**src/rtl/swd_pkg.sv**
```systemverilog
package swd_pkg;

  typedef enum logic [1:0] {
    OP_LRESET = 2'd0,
    OP_WAKE   = 2'd1,
    OP_XFER   = 2'd2,
    OP_SPARE  = 2'd3
  } swd_op_e;

  typedef enum logic [3:0] {
    PH_IDLE, PH_SEQ, PH_HDR, PH_TRN1, PH_ACK,
    PH_RDATA, PH_RPAR, PH_TRN2, PH_WDATA, PH_WPAR, PH_DONE
  } swd_phase_e;

  localparam logic [2:0] ACK_OK    = 3'b001;
  localparam logic [2:0] ACK_WAIT  = 3'b010;
  localparam logic [2:0] ACK_FAULT = 3'b100;
  localparam logic [2:0] ACK_NONE  = 3'b111;

  // request byte, bit 0 goes on the wire first
  function automatic logic [7:0] swd_header(input logic apndp, input logic rnw,
                                            input logic [1:0] addr);
    return {1'b1, 1'b0, apndp ^ rnw ^ addr[0] ^ addr[1], addr[1], addr[0], rnw, apndp, 1'b1};
  endfunction

endpackage

```
**src/rtl/swd_clk_gen.sv**
```systemverilog
module swd_clk_gen #(
  parameter int HALF_CYC = 4
) (
  input  logic clk,
  input  logic rst_n,
  input  logic run,
  output logic swclk,
  output logic rise,
  output logic bit_end
);
  localparam int CW = (HALF_CYC < 2) ? 1 : $clog2(2 * HALF_CYC);

  logic [CW-1:0] cnt;

  assign rise    = run && (cnt == CW'(HALF_CYC - 1));
  assign bit_end = run && (cnt == CW'(2 * HALF_CYC - 1));

  always_ff @(posedge clk or negedge rst_n) begin
    if (!rst_n) begin
      cnt   <= '0;
      swclk <= 1'b0;
    end else begin
      if (!run || bit_end) cnt <= '0;
      else                 cnt <= cnt + 1'b1;
      if (rise)                 swclk <= 1'b1;
      else if (bit_end || !run) swclk <= 1'b0;
    end
  end

  AST_CLK_LOW_IDLE: assert property (@(posedge clk) disable iff (!rst_n)
    !run |=> !swclk);

endmodule

```
**src/rtl/swd_seq_fsm.sv**
```systemverilog
module swd_seq_fsm
  import swd_pkg::*;
#(
  parameter int          RST_LEN = 56,
  parameter int          DATA_W  = 32,
  parameter logic [15:0] SW_CODE = 16'hE79E
) (
  input  logic              clk,
  input  logic              rst_n,
  input  logic              rise,
  input  logic              bit_end,
  output logic              run,
  input  logic              cmd_valid,
  output logic              cmd_ready,
  input  logic [1:0]        cmd_op,
  input  logic              cmd_apndp,
  input  logic              cmd_rnw,
  input  logic [1:0]        cmd_addr,
  input  logic [DATA_W-1:0] cmd_wdata,
  output logic              rsp_valid,
  input  logic              rsp_ready,
  output logic [2:0]        rsp_ack,
  output logic [DATA_W-1:0] rsp_rdata,
  output logic              rsp_parity_err,
  output logic              rsp_noresp_err,
  output logic              rsp_proto_err,
  output logic              swdio_out,
  output logic              swdio_oe,
  input  logic              swdio_in
);
  localparam int SW_LEN  = 16;
  localparam int SEQ_MAX = 2 * RST_LEN + SW_LEN;
  localparam int CNT_MAX = (SEQ_MAX > DATA_W) ? SEQ_MAX : DATA_W;
  localparam int IDX_W   = $clog2(CNT_MAX + 1);
  localparam int DIW     = $clog2(DATA_W);

  swd_phase_e        phase_q;
  swd_op_e           op_q;
  logic [IDX_W-1:0]  idx_q, seq_len, sw_off;
  logic              apndp_q, rnw_q, rpar_q;
  logic [1:0]        addr_q;
  logic [DATA_W-1:0] wdata_q, rdata_q;
  logic [2:0]        ack_q;
  logic [7:0]        hdr;
  logic              is_xfer;

  assign hdr     = swd_header(apndp_q, rnw_q, addr_q);
  assign seq_len = (op_q == OP_WAKE) ? IDX_W'(SEQ_MAX) : IDX_W'(RST_LEN);
  assign sw_off  = idx_q - IDX_W'(RST_LEN);
  assign run     = (phase_q != PH_IDLE) && (phase_q != PH_DONE);
  assign is_xfer = (op_q == OP_XFER);

  // line drive for the bit currently on the wire
  always_comb begin
    swdio_oe  = 1'b1;
    swdio_out = 1'b0;
    unique case (phase_q)
      PH_SEQ: begin
        if (op_q == OP_WAKE && idx_q >= IDX_W'(RST_LEN) && idx_q < IDX_W'(RST_LEN + SW_LEN))
          swdio_out = SW_CODE[sw_off[3:0]];
        else
          swdio_out = 1'b1;
      end
      PH_HDR:   swdio_out = hdr[idx_q[2:0]];
      PH_TRN1, PH_ACK, PH_RDATA, PH_RPAR, PH_TRN2: swdio_oe = 1'b0;
      PH_WDATA: swdio_out = wdata_q[idx_q[DIW-1:0]];
      PH_WPAR:  swdio_out = ^wdata_q;
      default:  ;
    endcase
  end

  always_ff @(posedge clk or negedge rst_n) begin
    if (!rst_n) begin
      phase_q <= PH_IDLE;
      op_q    <= OP_LRESET;
      idx_q   <= '0;
      apndp_q <= 1'b0;
      rnw_q   <= 1'b0;
      addr_q  <= '0;
      wdata_q <= '0;
      rdata_q <= '0;
      ack_q   <= '0;
      rpar_q  <= 1'b0;
    end else begin
      if (rise) begin
        unique case (phase_q)
          PH_ACK:   ack_q[idx_q[1:0]] <= swdio_in;
          PH_RDATA: rdata_q[idx_q[DIW-1:0]] <= swdio_in;
          PH_RPAR:  rpar_q <= swdio_in;
          default:  ;
        endcase
      end
      unique case (phase_q)
        PH_IDLE: if (cmd_valid) begin
          op_q    <= swd_op_e'(cmd_op);
          apndp_q <= cmd_apndp;
          rnw_q   <= cmd_rnw;
          addr_q  <= cmd_addr;
          wdata_q <= cmd_wdata;
          ack_q   <= '0;
          rdata_q <= '0;
          rpar_q  <= 1'b0;
          idx_q   <= '0;
          phase_q <= (swd_op_e'(cmd_op) == OP_XFER) ? PH_HDR : PH_SEQ;
        end
        PH_DONE: if (rsp_ready) phase_q <= PH_IDLE;
        default: if (bit_end) begin
          idx_q <= idx_q + 1'b1;
          unique case (phase_q)
            PH_SEQ: if (idx_q == seq_len - 1'b1) phase_q <= PH_DONE;
            PH_HDR: if (idx_q == IDX_W'(7)) begin phase_q <= PH_TRN1; idx_q <= '0; end
            PH_TRN1: begin phase_q <= PH_ACK; idx_q <= '0; end
            PH_ACK: if (idx_q == IDX_W'(2)) begin
              idx_q   <= '0;
              phase_q <= (ack_q == ACK_OK && rnw_q) ? PH_RDATA : PH_TRN2;
            end
            PH_RDATA: if (idx_q == IDX_W'(DATA_W - 1)) phase_q <= PH_RPAR;
            PH_RPAR:  phase_q <= PH_TRN2;
            PH_TRN2: begin
              idx_q   <= '0;
              phase_q <= (!rnw_q && ack_q == ACK_OK) ? PH_WDATA : PH_DONE;
            end
            PH_WDATA: if (idx_q == IDX_W'(DATA_W - 1)) phase_q <= PH_WPAR;
            PH_WPAR:  phase_q <= PH_DONE;
            default:  ;
          endcase
        end
      endcase
    end
  end

  assign cmd_ready      = (phase_q == PH_IDLE);
  assign rsp_valid      = (phase_q == PH_DONE);
  assign rsp_ack        = ack_q;
  assign rsp_rdata      = rdata_q;
  assign rsp_noresp_err = is_xfer && (ack_q == ACK_NONE);
  assign rsp_proto_err  = is_xfer && !(ack_q inside {ACK_OK, ACK_WAIT, ACK_FAULT, ACK_NONE});
  assign rsp_parity_err = is_xfer && rnw_q && (ack_q == ACK_OK) && ((^rdata_q) != rpar_q);

  AST_RSP_HOLD: assert property (@(posedge clk) disable iff (!rst_n)
    rsp_valid && !rsp_ready |=> rsp_valid && $stable(rsp_ack) && $stable(rsp_rdata));
  AST_HDR_THEN_TRN: assert property (@(posedge clk) disable iff (!rst_n)
    (phase_q == PH_HDR && bit_end && idx_q == IDX_W'(7)) |=> (phase_q == PH_TRN1) && !swdio_oe);
  AST_NO_DATA_BAD_ACK: assert property (@(posedge clk) disable iff (!rst_n)
    (phase_q == PH_TRN2 && bit_end && ack_q != ACK_OK) |=> rsp_valid);
  AST_NORESP_EXCL: assert property (@(posedge clk) disable iff (!rst_n)
    rsp_valid |-> !(rsp_noresp_err && rsp_proto_err));

endmodule

```
**src/rtl/swd_host_engine.sv**
```systemverilog
module swd_host_engine
  import swd_pkg::*;
#(
  parameter int          HALF_CYC = 4,
  parameter int          RST_LEN  = 56,
  parameter int          DATA_W   = 32,
  parameter logic [15:0] SW_CODE  = 16'hE79E
) (
  input  logic              clk,
  input  logic              rst_n,
  input  logic              cmd_valid,
  output logic              cmd_ready,
  input  logic [1:0]        cmd_op,
  input  logic              cmd_apndp,
  input  logic              cmd_rnw,
  input  logic [1:0]        cmd_addr,
  input  logic [DATA_W-1:0] cmd_wdata,
  output logic              rsp_valid,
  input  logic              rsp_ready,
  output logic [2:0]        rsp_ack,
  output logic [DATA_W-1:0] rsp_rdata,
  output logic              rsp_parity_err,
  output logic              rsp_noresp_err,
  output logic              rsp_proto_err,
  output logic              swclk,
  output logic              swdio_out,
  output logic              swdio_oe,
  input  logic              swdio_in
);
  logic run, rise, bit_end;

  swd_clk_gen #(.HALF_CYC(HALF_CYC)) u_clk (
    .clk(clk), .rst_n(rst_n), .run(run),
    .swclk(swclk), .rise(rise), .bit_end(bit_end)
  );

  swd_seq_fsm #(.RST_LEN(RST_LEN), .DATA_W(DATA_W), .SW_CODE(SW_CODE)) u_fsm (
    .clk(clk), .rst_n(rst_n), .rise(rise), .bit_end(bit_end), .run(run),
    .cmd_valid(cmd_valid), .cmd_ready(cmd_ready), .cmd_op(cmd_op),
    .cmd_apndp(cmd_apndp), .cmd_rnw(cmd_rnw), .cmd_addr(cmd_addr), .cmd_wdata(cmd_wdata),
    .rsp_valid(rsp_valid), .rsp_ready(rsp_ready), .rsp_ack(rsp_ack), .rsp_rdata(rsp_rdata),
    .rsp_parity_err(rsp_parity_err), .rsp_noresp_err(rsp_noresp_err),
    .rsp_proto_err(rsp_proto_err),
    .swdio_out(swdio_out), .swdio_oe(swdio_oe), .swdio_in(swdio_in)
  );

  AST_DRIVE_STABLE_HIGH: assert property (@(posedge clk) disable iff (!rst_n)
    swclk && $past(swclk) |-> $stable(swdio_out) && $stable(swdio_oe));
  AST_NO_CLK_PENDING: assert property (@(posedge clk) disable iff (!rst_n)
    rsp_valid && $past(rsp_valid) |-> !swclk);

endmodule

```
**config.mk**
```make
export PLATFORM = sky130hd
export DESIGN_NAME = swd_host_engine
export DESIGN_NICKNAME = d
export VERILOG_FILES = /design/src/rtl/swd_pkg.sv /design/src/rtl/swd_clk_gen.sv /design/src/rtl/swd_seq_fsm.sv /design/src/rtl/swd_host_engine.sv
export SDC_FILE = /design/constraint.sdc
export NUM_CORES = 1
export LEC_CHECK = 0
export ABC_AREA = 1
export ABC_CLOCK_PERIOD_IN_PS = 5400
export CAP_MARGIN = 20
export CORE_ASPECT_RATIO = 1.2
export CORE_UTILIZATION = 51
export CTS_CLUSTER_DIAMETER = 60
export DETAILED_ROUTE_END_ITERATION = 16
export HOLD_SLACK_MARGIN = 0.12
export PLACE_DENSITY = 0.85
export SYNTH_ARGS = -nofsm -noshare
export SYNTH_HDL_FRONTEND = slang
export SYNTH_SLANG_ARGS = --single-unit
```
**constraint.sdc**
```tcl
create_clock -name clk -period 5.4 [get_ports clk]
set_input_delay 1.08 -clock clk [delete_from_list [all_inputs] [get_ports clk]]
set_output_delay 1.08 -clock clk [all_outputs]
set_load 0.05 [all_outputs]
```
## Word-level counts from Yosys, hierarchy flattened

Memories as Yosys holds them, arrays and structs flattened.
Cells that the tools add are included.

- Add/sub/neg operators: 4
- Magnitude comparators: 8
- Equality and inequality tests: 32
- Mux-type cells: 49
- Bitwise gates (word level): 4
- Reduce and logical (&&, ||, !) cells: 32

Operators with widths:

| cell | number |
|---|---|
| $mux W32 | 4 |
| $reduce_xor A32 Y1 | 2 |
| $mux W8 | 5 |
| $pmux W4 S9 | 1 |
| $bwmux W32 | 1 |
| $mux W4 | 8 |
| $pmux W8 S3 | 1 |
| $ne A4 B3 Y1 const B | 5 |
| $eq A4 B3 Y1 const B | 4 |
| $pmux W8 S2 | 1 |
| $mux W3 | 5 |
| $logic_and A1 B1 Y1 | 14 |
| $mux W1 | 13 |
| $eq A4 B4 Y1 const B | 3 |
| $reduce_bool A11 Y1 | 1 |
| $eq A3 B3 Y1 const B | 3 |
| $reduce_and A9 Y1 | 1 |
| $add A8 B1 Y8 const B | 1 |
| $eq A4 B2 Y1 const B | 2 |
| $eq A8 B2 Y1 const B | 1 |
| $eq A8 B3 Y1 const B | 1 |
| $eq A8 B5 Y1 const B | 1 |
| $eq A8 B8 Y1 | 1 |
| $ge A8 B6 Y1 const B | 1 |
| other kinds (39) | 49 |

- Bits in registers: 90
- Memory bits (read-only): 16
- Logic and storage cells: 142
- Memories: 1

Memory list:

| name | depth | width | read ports | clocked after Yosys merged registers in | wr ports | line | source |
|---|---|---|---|---|---|---|---|
| (name not given) | 16 | 1 | 1 | 0 | 0 | swd_seq_fsm.sv:60 | `swdio_out = SW_CODE[sw_off[3:0]];` |

## Logic depth before layout (Yosys ltp)

- Depth after elaboration: 9
- Depth in mapped cells: 15
- Depth with buffers taken out: 15

## By module

A second synthesis with hierarchy kept.

- Cells, all modules: 893
- Area total of the unflattened synthesis: 6005.8 um2

Modules (own cells, without submodules):

| module | times used | cells an instance | area an instance (um2) | sequential area each (um2) |
|---|---|---|---|---|
| swd_seq_fsm | 1 | 873 | 5815.6 | 2152.1 |
| swd_clk_gen | 1 | 20 | 190.2 | 100.1 |

## Worst setup path before layout

Ideal clock, no wire load.

- Path kind: reg-to-output
- Start point: reg u_fsm.rdata_q[28], in the netlist u_fsm.rsp_rdata[28]
- End point: out rsp_parity_err
- Arrival: 2.141 ns
- Setup slack: 2.179 ns
- Stages on the path, launching flop included: 15
- Buffers on the path: 0
- Cell sequence: dfrtp_1 -> inv_1 -> nand2_1 -> nand2_1 -> nand3_1 -> nand2_1 -> nand2_1 -> nand2_1 -> nand2_1 -> nand2_1 -> inv_1 -> nand2_1 -> nand3_1 -> nand2_1 -> nor2_1

- Cells in the longest elaborated chain, start to end: 3

Ends and longest elaborated chain:

| item | line | source |
|---|---|---|
| start, declared | swd_seq_fsm.sv:42 | `logic [DATA_W-1:0] wdata_q, rdata_q;` |
| start signal, assigned by index | swd_seq_fsm.sv:88 | `PH_RDATA: rdata_q[idx_q[DIW-1:0]] <= swdio_in;` |
| $reduce_xor A32 Y1 | swd_seq_fsm.sv:138 | `assign rsp_parity_err = is_xfer && rnw_q && (ack_q == ACK_OK) && ((^rdata_q) != rpar_q);` |
| $ne A1 B1 Y1 | swd_seq_fsm.sv:138 |  |
| $logic_and A1 B1 Y1 | swd_seq_fsm.sv:138 |  |
| end, declared | swd_host_engine.sv:22 | `output logic rsp_parity_err,` |

No other way between the ends.

## Worst setup path in the final report

- Start point: reg u_fsm.idx_q[0]
- End point: out swdio_out

- Cells in the longest elaborated chain, start to end: 5

Ends and longest elaborated chain:

| item | line | source |
|---|---|---|
| start, declared | swd_seq_fsm.sv:39 | `logic [IDX_W-1:0] idx_q, seq_len, sw_off;` |
| start signal, assigned | swd_seq_fsm.sv:108 | `idx_q <= idx_q + 1'b1;` |
| $sub A4 B4 Y4 / $ge A8 B6 Y1 (equally long branches) | swd_seq_fsm.sv:49, swd_seq_fsm.sv:59 |  |
| $mem_v2 Z16 W1 / $logic_and A1 B1 Y1 (equally long branches) | -- |  |
| $mux W1 (not written as such) / $logic_and A1 B1 Y1 (equally long branches) | swd_seq_fsm.sv:60, swd_seq_fsm.sv:59 |  |
| $mux W1 | swd_seq_fsm.sv:59 | `if (op_q == OP_WAKE && idx_q >= IDX_W'(RST_LEN) && idx_q < IDX_W'(RST_LEN + SW_LEN))` |
| $pmux W1 S4 (*) | swd_seq_fsm.sv:57 | `unique case (phase_q)` |
| end, declared | swd_host_engine.sv:26 | `output logic swdio_out,` |

Every way passes the cells marked *; elsewhere a longest branch is shown, timed or not. The select of a mux whose other input is x is not followed.

==> impl_metrics.env <==
export IMPL_netlist_top_cell_by_area="sky130_fd_sc_hd__dfrtp_1"
export IMPL_power_per_cell_area_nw_per_um2=246
export IMPL_cp_required_ns=4.32
export IMPL_clk_path_buf_depth=2
export IMPL_synth_seq_area_share_pct=37.5
export IMPL_detail_route_iter0_violations=441
export IMPL_cts_root_buf="sky130_fd_sc_hd__clkbuf_16"
export IMPL_grt_remaining_overflow=0
export IMPL_highest_layer="met4"
export IMPL_drtPass1Iterations=5
export IMPL_clkTransAtPathRegs_ns=0.06
export IMPL_clk_insertion_delay_late_ns=0.34
export IMPL_dp_hpwl_um=10900
export IMPL_routed_wl_um=14800
export IMPL_n_fill_cell=1070
export IMPL_worst_slew_pin_transition_ns=0.713
export IMPL_synthToLayoutAreaGrowth_pct=21.8
export IMPL_cts_htree_levels=3
export IMPL_final_min_clock_period_ns=4.52
export IMPL_r2r_worst_path_cells=7
export IMPL_cts_resized=0
export IMPL_grt_setup_unrepaired="no"
export IMPL_antenna_viol_nets_final=0
export IMPL_min_delay_path_class="reg2reg"
export IMPL_crit_path_class="reg2out"
export IMPL_syn_cell_area_um2=6010
export IMPL_critPathMaxStageDelay_ns=0.80
export IMPL_placed_cell_area_um2=6970
export IMPL_synth_cell_type_count=33
export IMPL_port_buffers=85
export IMPL_grt_max_degree=56
export IMPL_wl_per_cell_um=13.2
export IMPL_max_fo_critical_path=24
export IMPL_crit_start="u_fsm.idx_q[0]"
export IMPL_n_antenna_cell=0
export IMPL_width_of_the_die_um=101
export IMPL_hold_violations=0
export IMPL_first_global_vias=5590
export IMPL_vias=5987
export IMPL_timing_final_setup_violations=0
export IMPL_setup_worst_path_start_class="flip-flop"
export IMPL_top_level_ports=86
export IMPL_design_core_area_um2=11500
export IMPL_crit_end="swdio_out"
export IMPL_route_met2_wl_um=7490
export IMPL_synth_warnings=0
export IMPL_rows=43
export IMPL_antenna_found_initial=0
export IMPL_postCtsHoldBufs=0
export IMPL_syn_instance_count=892
export IMPL_crit_arrival_ns=3.44
export IMPL_routabilityCongestion=0.915
export IMPL_synth_fp_nets=943
export IMPL_most_common_library_cell_in_the_layout_ignoring_fill_and_taps="sky130_fd_sc_hd__nand2_1"
export IMPL_detail_route_vias_per_cell=5.31
export IMPL_grt_pass1_wl_um=25400
export IMPL_reg2reg_from="u_fsm.idx_q[0]"
export IMPL_fin_setup_tns_ns=0
export IMPL_post_synth_top_area_fraction_pct=37.5
export IMPL_max_cap_violations=0
export IMPL_die_height_um=121
export IMPL_finalNetCount=1017
export IMPL_crit_reg2reg_capture="u_fsm.rsp_rdata[24]"
export IMPL_run_status="finished, final reports clean"
export IMPL_highest_clock_rate_ghz=0.221
export IMPL_met3RoutedLength_um=663
export IMPL_leak_pwr_nw=3.58
export IMPL_synth_top_cells_by_area="sky130_fd_sc_hd__dfrtp_1, sky130_fd_sc_hd__nand2_1, sky130_fd_sc_hd__inv_1"
export IMPL_final_cell_area_um2=7320
export IMPL_cts_buffers=9
export IMPL_worstSetupEndpointType="primary output"
export IMPL_postCtsSetupBuffers=0
export IMPL_maxSlewHeadroom_pct=52.4
export IMPL_min_period_over_period_pct=83.8
export IMPL_worst_path_max_delay_cell="sky130_fd_sc_hd__clkdlybuf4s50_1"
export IMPL_clock_skew_final_ns=0.00999
export IMPL_cp_cell_sequence="inv_1 -> ha_1 -> o21ai_0 -> o21ai_1 -> o211ai_1 -> nand2_1 -> nand2_1 -> nor2_1 -> nand2_1 -> clkdlybuf4s50_1"
export IMPL_register_to_register_setup_slack_ns=2.60
export IMPL_layout_cells_most_common_list="sky130_fd_sc_hd__nand2_1, sky130_fd_sc_hd__dfrtp_1, sky130_fd_sc_hd__clkdlybuf4s50_1"
export IMPL_cts_sinks=90
export IMPL_area_of_the_die_um2=12200
export IMPL_drc_errors=0
export IMPL_tritoncts="done"
export IMPL_syn_avg_cell_area_um2=6.74
export IMPL_floorplan_initialDensity_pct=52.2
export IMPL_post_route_util_pct=63.6
export IMPL_wl_met1_um=6150
export IMPL_layout_cell_share_with_drive_strength_beyond_1_pct=5.05
export IMPL_track_usage_pct=26.2
export IMPL_vdd_ir_drop_worst_uv=200
export IMPL_drv_slew=0
export IMPL_synth_ff_latch_count=90
export IMPL_worst_path_most_repeated_cell="sky130_fd_sc_hd__nand2_1"
## flip-flops by register name (all words and copies together) (netlist names)
register / count
u_fsm.rnw_q: 1
u_fsm.apndp_q: 1
u_fsm.phase_q: 4
u_clk.cnt: 3
u_fsm.rpar_q: 1
u_fsm.rsp_ack: 3
u_fsm.addr_q: 2
u_fsm.wdata_q: 32
u_fsm.idx_q: 8
u_fsm.op_q: 2
u_clk.swclk: 1
u_fsm.rsp_rdata: 32
## critical path, delay by kind of cell (launching register included)
family	cells	cell delay (ns)
buffers and inverters	2	1.29
AND/OR/NAND/NOR	4	0.27
flip-flops	1	0.79
AO/OA/AOI/OAI	3	0.32
adder cells (fa/ha/maj)	1	0.43
## final cells by class
cell class	instances	area [µm²]	area share, %
well taps	157	196	2.68
clock buffers	12	246	3.37
clock inverters	4	98.8	1.35
flip-flops and latches	90	2250	30.8
inverters	95	357	4.87
repair buffers	88	871	11.9
multi-input cells	682	3300	45.1
## logic make-up after synthesis
logic type,count (synthesis),share of synthesized area [%]
compound gates,112,9.95
xor+xnor,46,6.71
fa+ha+maj,8,1.67
buf+inv,120,7.62
flops,90,37.5
simple gates,516,36.6
## synth_stat cells
master,instances
sky130_fd_sc_hd__a21oi_1,43
sky130_fd_sc_hd__buf_2,5
sky130_fd_sc_hd__xnor2_1,28
sky130_fd_sc_hd__nand2b_1,1
sky130_fd_sc_hd__dfrtp_1,90
sky130_fd_sc_hd__nand2_4,1
sky130_fd_sc_hd__clkbuf_2,1
sky130_fd_sc_hd__nand2_1,328
sky130_fd_sc_hd__nand2_2,2
sky130_fd_sc_hd__and2_1,2
sky130_fd_sc_hd__o21ai_1,8
sky130_fd_sc_hd__o31ai_1,1
sky130_fd_sc_hd__clkbuf_1,18
sky130_fd_sc_hd__ha_1,8
sky130_fd_sc_hd__buf_1,1
sky130_fd_sc_hd__o22ai_1,5
sky130_fd_sc_hd__xor2_1,18
sky130_fd_sc_hd__nor4_2,3
sky130_fd_sc_hd__o211ai_2,1
sky130_fd_sc_hd__nor3_1,52
sky130_fd_sc_hd__nor2_1,74
sky130_fd_sc_hd__nor2_4,3
sky130_fd_sc_hd__nor3_4,4
sky130_fd_sc_hd__o211ai_1,4
sky130_fd_sc_hd__nand4_1,1
sky130_fd_sc_hd__inv_2,15
sky130_fd_sc_hd__o21ai_0,43
sky130_fd_sc_hd__a31oi_1,6
sky130_fd_sc_hd__o2111ai_1,1
sky130_fd_sc_hd__nor2_2,2
sky130_fd_sc_hd__nor4_1,12
sky130_fd_sc_hd__nand3_1,31
sky130_fd_sc_hd__inv_1,80
## worst min path at each step
| stage | start | endpoint | slack (ns) | cells past startpoint |
|---|---|---|---|---|
| floorplan | u_clk.cnt[0] | u_clk.cnt[0] | 0.41 | 1 |
| global placement | u_clk.cnt[0] | u_clk.cnt[0] | 0.43 | 1 |
| detailed placement | u_clk.cnt[0] | u_clk.cnt[0] | 0.44 | 1 |
| CTS | u_clk.cnt[0] | u_clk.cnt[0] | 0.45 | 1 |
| global route | u_clk.cnt[0] | u_clk.cnt[0] | 0.47 | 1 |
| finish | u_clk.cnt[0] | u_clk.cnt[0] | 0.44 | 1 |
## where the power goes
group          switching [W]  internal [W]  leakage [nW]
Sequential         0.0000365      0.000703          1.13
Combinational       0.000206      0.000135          2.29
Clock               0.000256      0.000466         0.167
## per-stage QoR
stage	std cells	total power [W]	setup slack, ns	hold WS (ns)
after floorplan	892	0.000972	2.18	0.409
after global routing	1128	0.00189	0.601	0.470
after CTS	1128	0.00181	0.921	0.445
after global placement	1112	0.00108	1.35	0.427
final	1128	0.00180	0.875	0.443
after detailed placement	1112	0.00109	1.30	0.437
## metal layers
layer / vias to the layer above / GRT usage (%)
met1: 2742 / 31.2
met4: 0 / 11.6
li1: 2997 / -
met3: 46 / 4.15
met2: 202 / 46.2
met5: - / 0
Power figures use the tool's default switching activity.
